## config.mk

```make
export PLATFORM = sky130hd
export DESIGN_NAME = cmo_engine
export DESIGN_NICKNAME = d
export VERILOG_FILES = /design/src/rtl/cmo_pkg.sv /design/src/rtl/cmo_reg_decode.sv /design/src/rtl/cmo_tag_store.sv /design/src/rtl/cmo_sequencer.sv /design/src/rtl/cmo_engine.sv
export SDC_FILE = /design/constraint.sdc
export NUM_CORES = 2
export LEC_CHECK = 0
export BUFFER_PORTS_ARGS = -buffer_cell sky130_fd_sc_hd__buf_2
export CORE_UTILIZATION = 45
export DETAILED_ROUTE_END_ITERATION = 7
export GPL_TIMING_DRIVEN = 1
export MAX_ROUTING_LAYER = met4
export PLACE_DENSITY = 0.63
export SLEW_MARGIN = 10
export SYNTH_ARGS = -nofsm -noshare
export SYNTH_HDL_FRONTEND = slang
export SYNTH_HIERARCHICAL = 1
export SYNTH_SLANG_ARGS = --single-unit
export TNS_END_PERCENT = 20
```

## constraint.sdc

```tcl
create_clock -name clk_i -period 3.85 [get_ports clk_i]
set_input_delay 0.1925 -clock clk_i [delete_from_list [all_inputs] [get_ports clk_i]]
set_output_delay 0.1925 -clock clk_i [all_outputs]
set_load 0.02 [all_outputs]
```

## src/rtl/cmo_pkg.sv

```systemverilog
package cmo_pkg;
  typedef enum logic [1:0] {OP_CLEAN, OP_INV, OP_CINV} op_kind_e;
  typedef enum logic [1:0] {TGT_PA, TGT_SW, TGT_WAY} tgt_e;
  typedef enum logic [1:0] {ST_IDLE, ST_LOOKUP, ST_STEP, ST_WB} st_e;

  localparam logic [11:0] OFS_INV_WAY  = 12'h77C;
  localparam logic [11:0] OFS_CLN_PA   = 12'h7B0;
  localparam logic [11:0] OFS_CLN_SW   = 12'h7B8;
  localparam logic [11:0] OFS_CLN_WAY  = 12'h7BC;
  localparam logic [11:0] OFS_CINV_PA  = 12'h7F0;
  localparam logic [11:0] OFS_CINV_SW  = 12'h7F8;
endpackage

```

## src/rtl/cmo_reg_decode.sv

```systemverilog
module cmo_reg_decode
  import cmo_pkg::*;
#(
  parameter int ADDR_W   = 32,
  parameter int OFFSET_W = 5,
  parameter int INDEX_W  = 4,
  parameter int WAY_W    = 2,
  parameter int NUM_WAYS = 4,
  parameter int TAG_W    = ADDR_W - INDEX_W - OFFSET_W
) (
  input  logic                we_i,
  input  logic [11:0]         ofs_i,
  input  logic [ADDR_W-1:0]   wdata_i,
  output logic                cmd_o,
  output op_kind_e            kind_o,
  output tgt_e                tgt_o,
  output logic [INDEX_W-1:0]  set_o,
  output logic [WAY_W-1:0]    way_o,
  output logic [TAG_W-1:0]    tag_o,
  output logic [NUM_WAYS-1:0] mask_o
);
  always_comb begin
    cmd_o  = we_i;
    kind_o = OP_CLEAN;
    tgt_o  = TGT_PA;
    unique case (ofs_i)
      OFS_INV_WAY: begin kind_o = OP_INV;   tgt_o = TGT_WAY; end
      OFS_CLN_PA:  begin kind_o = OP_CLEAN; tgt_o = TGT_PA;  end
      OFS_CLN_SW:  begin kind_o = OP_CLEAN; tgt_o = TGT_SW;  end
      OFS_CLN_WAY: begin kind_o = OP_CLEAN; tgt_o = TGT_WAY; end
      OFS_CINV_PA: begin kind_o = OP_CINV;  tgt_o = TGT_PA;  end
      OFS_CINV_SW: begin kind_o = OP_CINV;  tgt_o = TGT_SW;  end
      default:     cmd_o = 1'b0;
    endcase
  end

  assign set_o  = wdata_i[OFFSET_W +: INDEX_W];
  assign way_o  = wdata_i[ADDR_W-1 -: WAY_W];
  assign tag_o  = wdata_i[ADDR_W-1 -: TAG_W];
  assign mask_o = wdata_i[NUM_WAYS-1:0];
endmodule

```

## src/rtl/cmo_tag_store.sv

```systemverilog
module cmo_tag_store #(
  parameter int NUM_SETS = 16,
  parameter int NUM_WAYS = 4,
  parameter int INDEX_W  = 4,
  parameter int WAY_W    = 2,
  parameter int TAG_W    = 23
) (
  input  logic                             clk_i,
  input  logic                             rst_ni,
  input  logic                             alloc_en_i,
  input  logic [INDEX_W-1:0]               alloc_set_i,
  input  logic [WAY_W-1:0]                 alloc_way_i,
  input  logic [TAG_W-1:0]                 alloc_tag_i,
  input  logic                             alloc_dirty_i,
  input  logic                             upd_en_i,
  input  logic [INDEX_W-1:0]               upd_set_i,
  input  logic [WAY_W-1:0]                 upd_way_i,
  input  logic                             upd_clr_valid_i,
  input  logic                             upd_clr_dirty_i,
  input  logic [INDEX_W-1:0]               rd_set_i,
  output logic [NUM_WAYS-1:0][TAG_W-1:0]   rd_tag_o,
  output logic [NUM_WAYS-1:0]              rd_valid_o,
  output logic [NUM_WAYS-1:0]              rd_dirty_o,
  input  logic [INDEX_W-1:0]               probe_set_i,
  input  logic [WAY_W-1:0]                 probe_way_i,
  output logic                             probe_valid_o,
  output logic                             probe_dirty_o,
  output logic [TAG_W-1:0]                 probe_tag_o
);
  logic [NUM_SETS-1:0][NUM_WAYS-1:0]             v_all, d_all;
  logic [NUM_SETS-1:0][NUM_WAYS-1:0][TAG_W-1:0]  t_all;

  for (genvar s = 0; s < NUM_SETS; s++) begin : g_set
    for (genvar w = 0; w < NUM_WAYS; w++) begin : g_way
      logic             v_q, d_q;
      logic [TAG_W-1:0] t_q;
      logic             hit_alloc, hit_upd;

      assign hit_alloc = alloc_en_i && alloc_set_i == INDEX_W'(s) && alloc_way_i == WAY_W'(w);
      assign hit_upd   = upd_en_i && upd_set_i == INDEX_W'(s) && upd_way_i == WAY_W'(w);

      always_ff @(posedge clk_i or negedge rst_ni) begin
        if (!rst_ni) begin
          v_q <= 1'b0;
          d_q <= 1'b0;
          t_q <= '0;
        end else if (hit_alloc) begin
          v_q <= 1'b1;
          d_q <= alloc_dirty_i;
          t_q <= alloc_tag_i;
        end else if (hit_upd) begin
          if (upd_clr_valid_i) v_q <= 1'b0;
          if (upd_clr_dirty_i) d_q <= 1'b0;
        end
      end

      assign v_all[s][w] = v_q;
      assign d_all[s][w] = d_q;
      assign t_all[s][w] = t_q;
    end
  end

  assign rd_valid_o    = v_all[rd_set_i];
  assign rd_dirty_o    = d_all[rd_set_i];
  assign rd_tag_o      = t_all[rd_set_i];
  assign probe_valid_o = v_all[probe_set_i][probe_way_i];
  assign probe_dirty_o = d_all[probe_set_i][probe_way_i];
  assign probe_tag_o   = t_all[probe_set_i][probe_way_i];
endmodule

```

## src/rtl/cmo_sequencer.sv

```systemverilog
module cmo_sequencer
  import cmo_pkg::*;
#(
  parameter int NUM_SETS = 16,
  parameter int NUM_WAYS = 4,
  parameter int OFFSET_W = 5,
  parameter int INDEX_W  = 4,
  parameter int WAY_W    = 2,
  parameter int TAG_W    = 23,
  parameter int ADDR_W   = TAG_W + INDEX_W + OFFSET_W
) (
  input  logic                           clk_i,
  input  logic                           rst_ni,
  input  logic                           cmd_i,
  input  op_kind_e                       kind_i,
  input  tgt_e                           tgt_i,
  input  logic [INDEX_W-1:0]             set_i,
  input  logic [WAY_W-1:0]               way_i,
  input  logic [TAG_W-1:0]               tag_i,
  input  logic [NUM_WAYS-1:0]            mask_i,
  output logic [INDEX_W-1:0]             rd_set_o,
  input  logic [NUM_WAYS-1:0][TAG_W-1:0] rd_tag_i,
  input  logic [NUM_WAYS-1:0]            rd_valid_i,
  input  logic [NUM_WAYS-1:0]            rd_dirty_i,
  output logic                           upd_en_o,
  output logic [INDEX_W-1:0]             upd_set_o,
  output logic [WAY_W-1:0]               upd_way_o,
  output logic                           upd_clr_valid_o,
  output logic                           upd_clr_dirty_o,
  output logic                           wb_valid_o,
  output logic [ADDR_W-1:0]              wb_addr_o,
  input  logic                           wb_ready_i,
  output logic                           busy_o,
  output logic                           scan_o,
  output op_kind_e                       kind_o,
  output logic [NUM_WAYS-1:0]            lock_mask_o
);
  st_e                 st_q;
  op_kind_e            kind_q;
  logic                scan_q;
  logic [INDEX_W-1:0]  set_q;
  logic [WAY_W-1:0]    way_q;
  logic [TAG_W-1:0]    tag_q;
  logic [NUM_WAYS-1:0] mask_q;

  logic [NUM_WAYS-1:0] hit_vec;
  logic [WAY_W-1:0]    hit_way;
  logic                sel, need_wb, last, pair_done;

  always_comb begin
    hit_way = '0;
    for (int w = 0; w < NUM_WAYS; w++) begin
      hit_vec[w] = rd_valid_i[w] && rd_tag_i[w] == tag_q;
      if (hit_vec[w]) hit_way = WAY_W'(w);
    end
  end

  assign sel       = scan_q ? mask_q[way_q] : 1'b1;
  assign need_wb   = sel && kind_q != OP_INV && rd_valid_i[way_q] && rd_dirty_i[way_q];
  assign last      = !scan_q || (set_q == INDEX_W'(NUM_SETS-1) && way_q == WAY_W'(NUM_WAYS-1));
  assign pair_done = (st_q == ST_STEP && !need_wb) || (st_q == ST_WB && wb_ready_i);

  assign rd_set_o        = set_q;
  assign upd_en_o        = pair_done && sel;
  assign upd_set_o       = set_q;
  assign upd_way_o       = way_q;
  assign upd_clr_dirty_o = kind_q != OP_INV;
  assign upd_clr_valid_o = kind_q != OP_CLEAN;
  assign wb_valid_o      = st_q == ST_WB;
  assign wb_addr_o       = {rd_tag_i[way_q], set_q, OFFSET_W'(0)};
  assign busy_o          = st_q != ST_IDLE;
  assign scan_o          = scan_q;
  assign kind_o          = kind_q;
  assign lock_mask_o     = (st_q == ST_IDLE) ? '0 : (scan_q ? mask_q : '1);

  always_ff @(posedge clk_i or negedge rst_ni) begin
    if (!rst_ni) begin
      st_q   <= ST_IDLE;
      kind_q <= OP_CLEAN;
      scan_q <= 1'b0;
      set_q  <= '0;
      way_q  <= '0;
      tag_q  <= '0;
      mask_q <= '0;
    end else begin
      unique case (st_q)
        ST_IDLE: if (cmd_i) begin
          kind_q <= kind_i;
          tag_q  <= tag_i;
          mask_q <= mask_i;
          unique case (tgt_i)
            TGT_PA:  begin set_q <= set_i; scan_q <= 1'b0; st_q <= ST_LOOKUP; end
            TGT_SW:  begin set_q <= set_i; way_q <= way_i; scan_q <= 1'b0; st_q <= ST_STEP; end
            default: begin set_q <= '0; way_q <= '0; scan_q <= 1'b1; st_q <= ST_STEP; end
          endcase
        end
        ST_LOOKUP: begin
          way_q <= hit_way;
          st_q  <= (|hit_vec) ? ST_STEP : ST_IDLE;
        end
        ST_STEP: if (need_wb) st_q <= ST_WB;
        ST_WB:   if (wb_ready_i) st_q <= ST_STEP;
        default: st_q <= ST_IDLE;
      endcase
      if (pair_done) begin
        if (last) begin
          st_q <= ST_IDLE;
        end else if (way_q == WAY_W'(NUM_WAYS-1)) begin
          way_q <= '0;
          set_q <= set_q + 1'b1;
          st_q  <= ST_STEP;
        end else begin
          way_q <= way_q + 1'b1;
          st_q  <= ST_STEP;
        end
      end
    end
  end
endmodule

```

## src/rtl/cmo_engine.sv

```systemverilog
module cmo_engine
  import cmo_pkg::*;
#(
  parameter int NUM_SETS   = 16,
  parameter int NUM_WAYS   = 4,
  parameter int OFFSET_W   = 5,
  parameter int ADDR_W     = 32,
  localparam int INDEX_W   = $clog2(NUM_SETS),
  localparam int WAY_W     = $clog2(NUM_WAYS),
  localparam int TAG_W     = ADDR_W - INDEX_W - OFFSET_W
) (
  input  logic                clk_i,
  input  logic                rst_ni,
  input  logic                reg_we_i,
  input  logic [11:0]         reg_addr_i,
  input  logic [ADDR_W-1:0]   reg_wdata_i,
  output logic [ADDR_W-1:0]   reg_rdata_o,
  output logic                reg_busy_o,
  input  logic                alloc_valid_i,
  input  logic [INDEX_W-1:0]  alloc_set_i,
  input  logic [WAY_W-1:0]    alloc_way_i,
  input  logic [TAG_W-1:0]    alloc_tag_i,
  input  logic                alloc_dirty_i,
  output logic                alloc_ok_o,
  output logic [NUM_WAYS-1:0] lock_mask_o,
  output logic                wb_valid_o,
  output logic [ADDR_W-1:0]   wb_addr_o,
  input  logic                wb_ready_i,
  input  logic [INDEX_W-1:0]  probe_set_i,
  input  logic [WAY_W-1:0]    probe_way_i,
  output logic                probe_valid_o,
  output logic                probe_dirty_o,
  output logic [TAG_W-1:0]    probe_tag_o
);
  logic                           cmd;
  op_kind_e                       cmd_kind, run_kind;
  tgt_e                           cmd_tgt;
  logic [INDEX_W-1:0]             cmd_set, rd_set, upd_set;
  logic [WAY_W-1:0]               cmd_way, upd_way;
  logic [TAG_W-1:0]               cmd_tag;
  logic [NUM_WAYS-1:0]            cmd_mask, rd_valid, rd_dirty;
  logic [NUM_WAYS-1:0][TAG_W-1:0] rd_tag;
  logic                           upd_en, upd_clr_valid, upd_clr_dirty, scan;
  logic                           own_reg;

  cmo_reg_decode #(
    .ADDR_W(ADDR_W), .OFFSET_W(OFFSET_W), .INDEX_W(INDEX_W),
    .WAY_W(WAY_W), .NUM_WAYS(NUM_WAYS), .TAG_W(TAG_W)
  ) u_decode (
    .we_i(reg_we_i), .ofs_i(reg_addr_i), .wdata_i(reg_wdata_i),
    .cmd_o(cmd), .kind_o(cmd_kind), .tgt_o(cmd_tgt), .set_o(cmd_set),
    .way_o(cmd_way), .tag_o(cmd_tag), .mask_o(cmd_mask)
  );

  cmo_sequencer #(
    .NUM_SETS(NUM_SETS), .NUM_WAYS(NUM_WAYS), .OFFSET_W(OFFSET_W),
    .INDEX_W(INDEX_W), .WAY_W(WAY_W), .TAG_W(TAG_W), .ADDR_W(ADDR_W)
  ) u_seq (
    .clk_i, .rst_ni,
    .cmd_i(cmd), .kind_i(cmd_kind), .tgt_i(cmd_tgt), .set_i(cmd_set),
    .way_i(cmd_way), .tag_i(cmd_tag), .mask_i(cmd_mask),
    .rd_set_o(rd_set), .rd_tag_i(rd_tag), .rd_valid_i(rd_valid), .rd_dirty_i(rd_dirty),
    .upd_en_o(upd_en), .upd_set_o(upd_set), .upd_way_o(upd_way),
    .upd_clr_valid_o(upd_clr_valid), .upd_clr_dirty_o(upd_clr_dirty),
    .wb_valid_o, .wb_addr_o, .wb_ready_i,
    .busy_o(reg_busy_o), .scan_o(scan), .kind_o(run_kind), .lock_mask_o
  );

  // fills never touch a locked way, so they cannot collide with the engine
  assign alloc_ok_o = alloc_valid_i && !lock_mask_o[alloc_way_i];

  cmo_tag_store #(
    .NUM_SETS(NUM_SETS), .NUM_WAYS(NUM_WAYS), .INDEX_W(INDEX_W),
    .WAY_W(WAY_W), .TAG_W(TAG_W)
  ) u_store (
    .clk_i, .rst_ni,
    .alloc_en_i(alloc_ok_o), .alloc_set_i, .alloc_way_i, .alloc_tag_i, .alloc_dirty_i,
    .upd_en_i(upd_en), .upd_set_i(upd_set), .upd_way_i(upd_way),
    .upd_clr_valid_i(upd_clr_valid), .upd_clr_dirty_i(upd_clr_dirty),
    .rd_set_i(rd_set), .rd_tag_o(rd_tag), .rd_valid_o(rd_valid), .rd_dirty_o(rd_dirty),
    .probe_set_i, .probe_way_i, .probe_valid_o, .probe_dirty_o, .probe_tag_o
  );

  assign own_reg = (reg_addr_i == OFS_INV_WAY && run_kind == OP_INV) ||
                   (reg_addr_i == OFS_CLN_WAY && run_kind == OP_CLEAN);
  assign reg_rdata_o = (reg_busy_o && scan && own_reg) ? ADDR_W'(lock_mask_o) : '0;
endmodule

```

==> flow_summary_export.csv <==
group,metric,value,unit
run,max_cap_violations,0,
power_and_ir_drop,internal_power,35.3,mW
floorplanning,io_pins,181,
grt,grt_start_max_net_pins,105,
synth,synth_cell_types,67,
worst_setup_path,cp-start-kind,"flop",
synth,synth-main-ff-cell,"dfrtp_1",
worst_setup_path,critPathRequiredTime,4530,ps
clocking,cts-buffers-inserted,177,
synth,synth_edf_count,0,
sta,max_freq,238,MHz
power_and_ir_drop,cellLeakagePower,46.3,nW
power_and_ir_drop,p_switching,13.3,mW
sta,tightest_slew,1300,ps
sta,hold_viol_final,0,
power_and_ir_drop,power,48.5,mW
grt,grt_pass1_vias,60900,
placed_design,dp_hpwl,200000,µm
synth,synth-compound-area-share,0.0357,
clocking,htree_levels,4,
detailed_routing,ant_nets,0,
clocking,cts.sinks,1638,
power_and_ir_drop,seq_power_share,0.438,
floorplanning,die_x,447,µm
floorplanning,dieArea,0.200,mm²
power_and_ir_drop,power.density,460,mW/mm²
outcome,violations,"DRC, setup timing",
detailed_routing,drt-wirelength-per-cell,34.6,µm
sta,min_period,4200,ps
outcome,run_status,"finished with violations",
power_and_ir_drop,swShare,0.273,
detailed_routing,vias,59900,
power_and_ir_drop,ir_worst_vdd,0.501,mV
synth,yosys.area_share.simple,0.0210,
sta,drv_slew,0,
grt,antenna_found_initial,16,
floorplanning,core_region_area,0.197,mm²
grt,grt_pass1_wl,451000,µm
final_layout,drive_gt1_frac,0.578,
clocking,clkLatencyLatePin,860,ps
worst_setup_path,crit_arrival,4880,ps
sta,skew,31.4,ps
final_layout,area_growth,18.2,%
synth,synth.area.top_cells,"dfrtp_1, mux4_2, mux2_2, mux2i_1, clkbuf_1",
grt,grtUsageTotal,0.324,
synth,syn_inst,5921,
final_layout,final_area,0.105,mm²
synth,syn-cell-area,0.0892,mm²
clocking,clockBufferDepth,3,
detailed_routing,dr.pass1.iters,8,
synth,synth_xor_area_frac,0.00923,
sta,timing.slew.headroom,0.137,
final_layout,fillers,15900,
sta,rsz0062_at_grt,"true",
synth,avgSynthCellArea,15.1,µm²
sta,finalCritPeriodShare,1.09,
detailed_routing,drt_iter0_markers,5895,
synth,yosysSeqAreaShare,0.459,
synth,synthTopCellsByCount,"dfrtp_1, mux2_2, mux4_2",
power_and_ir_drop,combPwrFrac,0.182,
synth,yosysMostFrequentCell,"dfrtp_1",
placed_design,globalplace.congestion,0.974,
clocking,cts-root-buf,"clkbuf_16",
synth,synth_top_family_by_area,"multiplexers",
sta,timing.setup.tns,-35190,ps
synth,synth.largest_area_cell,"dfrtp_1",
floorplanning,rows,163,
worst_setup_path,critPathMaxStageDelay,500,ps
synth,synth-adder-area-share,0.000280,
synth,synth-seq-cells,1638,
placed_design,io_buffers,146,
power_and_ir_drop,clockPowerShare,0.380,
synth,async_flop_share,1.00,
synth,synth_top_cell_area_share,0.459,
worst_setup_path,worstPathMaxFanout,7,
synth,yosys_warnings,6,
detailed_routing,drc,2,
final_layout,nets,6338,
clocking,cts_tree,"yes",
worst_setup_path,endpoint_kind,"flop",
floorplanning,die_h,447,µm
floorplanning,start_util,0.453,
synth,synthMuxAreaShare,0.436,
worst_setup_path,slowest_stage,"dfrtp_4",
hold_path,hp-class,"input port to flop",
detailed_routing,wl,314000,µm
worst_setup_path,path_cells,"buf_12 -> buf_8 -> buf_6 -> mux4_2 -> mux4_2 -> and3b_1 -> a311oi_2 -> buf_4 -> a2111oi_4 -> nor2b_1 -> and2_4 -> nor2b_4 -> nor3b_4 -> nand2_2 -> buf_6 -> o211ai_1 -> o21ai_1",
sta,layout_setup_ws,-353,ps
grt,grt.overflow.total,0,
worst_setup_path,crit_type,"flop to flop",
sta,worst_hold_slack,23.0,ps
clocking,clkTransAtPathRegs,60,ps
detailed_routing,viasPerCell,6.62,
placed_design,place_area,0.0958,mm²
sta,finalSetupViolCount,154,
-- routing by layer --
| layer | share of wire | track usage |
|---|---|---|
| met5 | 0 | - |
| met4 | 0.063 | 0.168 |
| met3 | 0.091 | 0.0717 |
| met2 | 0.46 | 0.482 |
| met1 | 0.39 | 0.418 |
-- final timing paths --
kind | cells past startpoint | start | slack (ps) | endpoint
worst max-delay path | 17 | u_seq/rd_set_o[0] | -350 | u_store/g_set[0].g_way[2].d_q
worst min-delay path | 2 | alloc_tag_i[22] | 20 | u_store/g_set[12].g_way[1].t_q[22]
worst max register to register | 17 | u_seq/rd_set_o[0] | -350 | u_store/g_set[0].g_way[2].d_q
worst min register to register | 1 | u_store/g_set[7].g_way[2].t_q[20] | 510 | u_store/g_set[7].g_way[2].t_q[20]
max in group asynchronous | 4 | rst_ni | 1870 | u_store/g_set[15].g_way[3].t_q[8]
min in group asynchronous | 3 | rst_ni | 550 | u_store/g_set[11].g_way[0].t_q[14]
-- final cells by class --
class	instances	area (µm²)	share of cell area
antenna	11	27.5	0.000261
clock buffer	259	5360	0.0508
clock inverter	69	972	0.00922
inverter	9	36.3	0.000344
multi-input combinational	3605	45600	0.432
sequential	1638	41000	0.389
tap	2640	3300	0.0313
timing repair buffer	820	9180	0.0871
-- stage by stage --
step,worst slack [ps],utilization,cells
6_report,-353,0.535,9051
5_1_grt,-489,0.535,9047
4_1_cts,-359,0.531,9021
3_3_place_gp,-950,0.486,8549
2_1_floorplan,22.0,-,5952
3_5_place_dp,-940,0.486,8549
-- placed cells by master (no fill, tap or decap), types with 19 or more instances in the layout --
cell type / instances
dfrtp_1: 1632
mux2_2: 1612
mux4_2: 849
buf_4: 354
clkbuf_16: 184
buf_12: 152
mux2i_1: 137
buf_2: 117
a211oi_1: 97
o21ai_0: 93
buf_6: 90
o21ai_1: 85
nand2_1: 82
o22ai_1: 80
clkbuf_8: 58
dlygate4sd3_1: 52
xor2_1: 48
nand2_2: 46
xnor2_1: 43
o211ai_1: 37
clkinv_2: 34
nor2b_1: 33
conb_1: 33
o21ai_2: 33
buf_16: 32
nor2_4: 32
nor3_1: 28
clkbuf_1: 22
mux2_1: 21
a21oi_1: 20
nor2_1: 19
-- sequential cells by signal, summed over array words and instances, names as in the netlist --
name                     cells
u_seq/kind_o                 2
u_seq/mask_q                 4
u_seq/rd_set_o               4
u_seq/scan_o                 1
u_seq/st_q                   2
u_seq/tag_q                 23
u_seq/upd_way_o              2
u_store/g_set.g_way.d_q     64
u_store/g_set.g_way.t_q   1472
u_store/g_set.g_way.v_q     64
-- worst max-delay path, delay by kind of cell, from the launching register on --
kind            cells  cell delay, ps
compound gates      4             560
buf+inv             5             760
mux                 2             900
simple gates        6            1270
flops               1             500
-- power by group through the flow --
stage | logic [mW] | registers [mW] | clock network [mW]
2_1_floorplan | 5.78 | 20.8 | 0
3_3_place_gp | 8.18 | 21.4 | 0
3_5_place_dp | 8.34 | 21.5 | 0
4_1_cts | 8.67 | 21.2 | 18.6
5_1_grt | 9.28 | 21.6 | 19.3
6_report | 8.83 | 21.3 | 18.4
-- cell families after synthesis --
logic type / after synthesis
and+or+nand+nor: 352
DFF: 1638
AOI/OAI and AO/OA: 504
adders and majority gates: 2
buffers and inverters: 709
other: 2
xor gates and xnor gates: 94
muxes: 2620
-- timing repair --
action / CTS / global route
gates cloned: 23 / 5
pin swaps: 6 / 22
hold buffers: 51 / 1
setup endpoints to repair: 154 / 537
setup buffers: 80 / 21
gates resized for setup: 242 / 186
endpoints found under the hold margin: 356 / 19
Note: power is estimated with default switching activity, not from simulation.
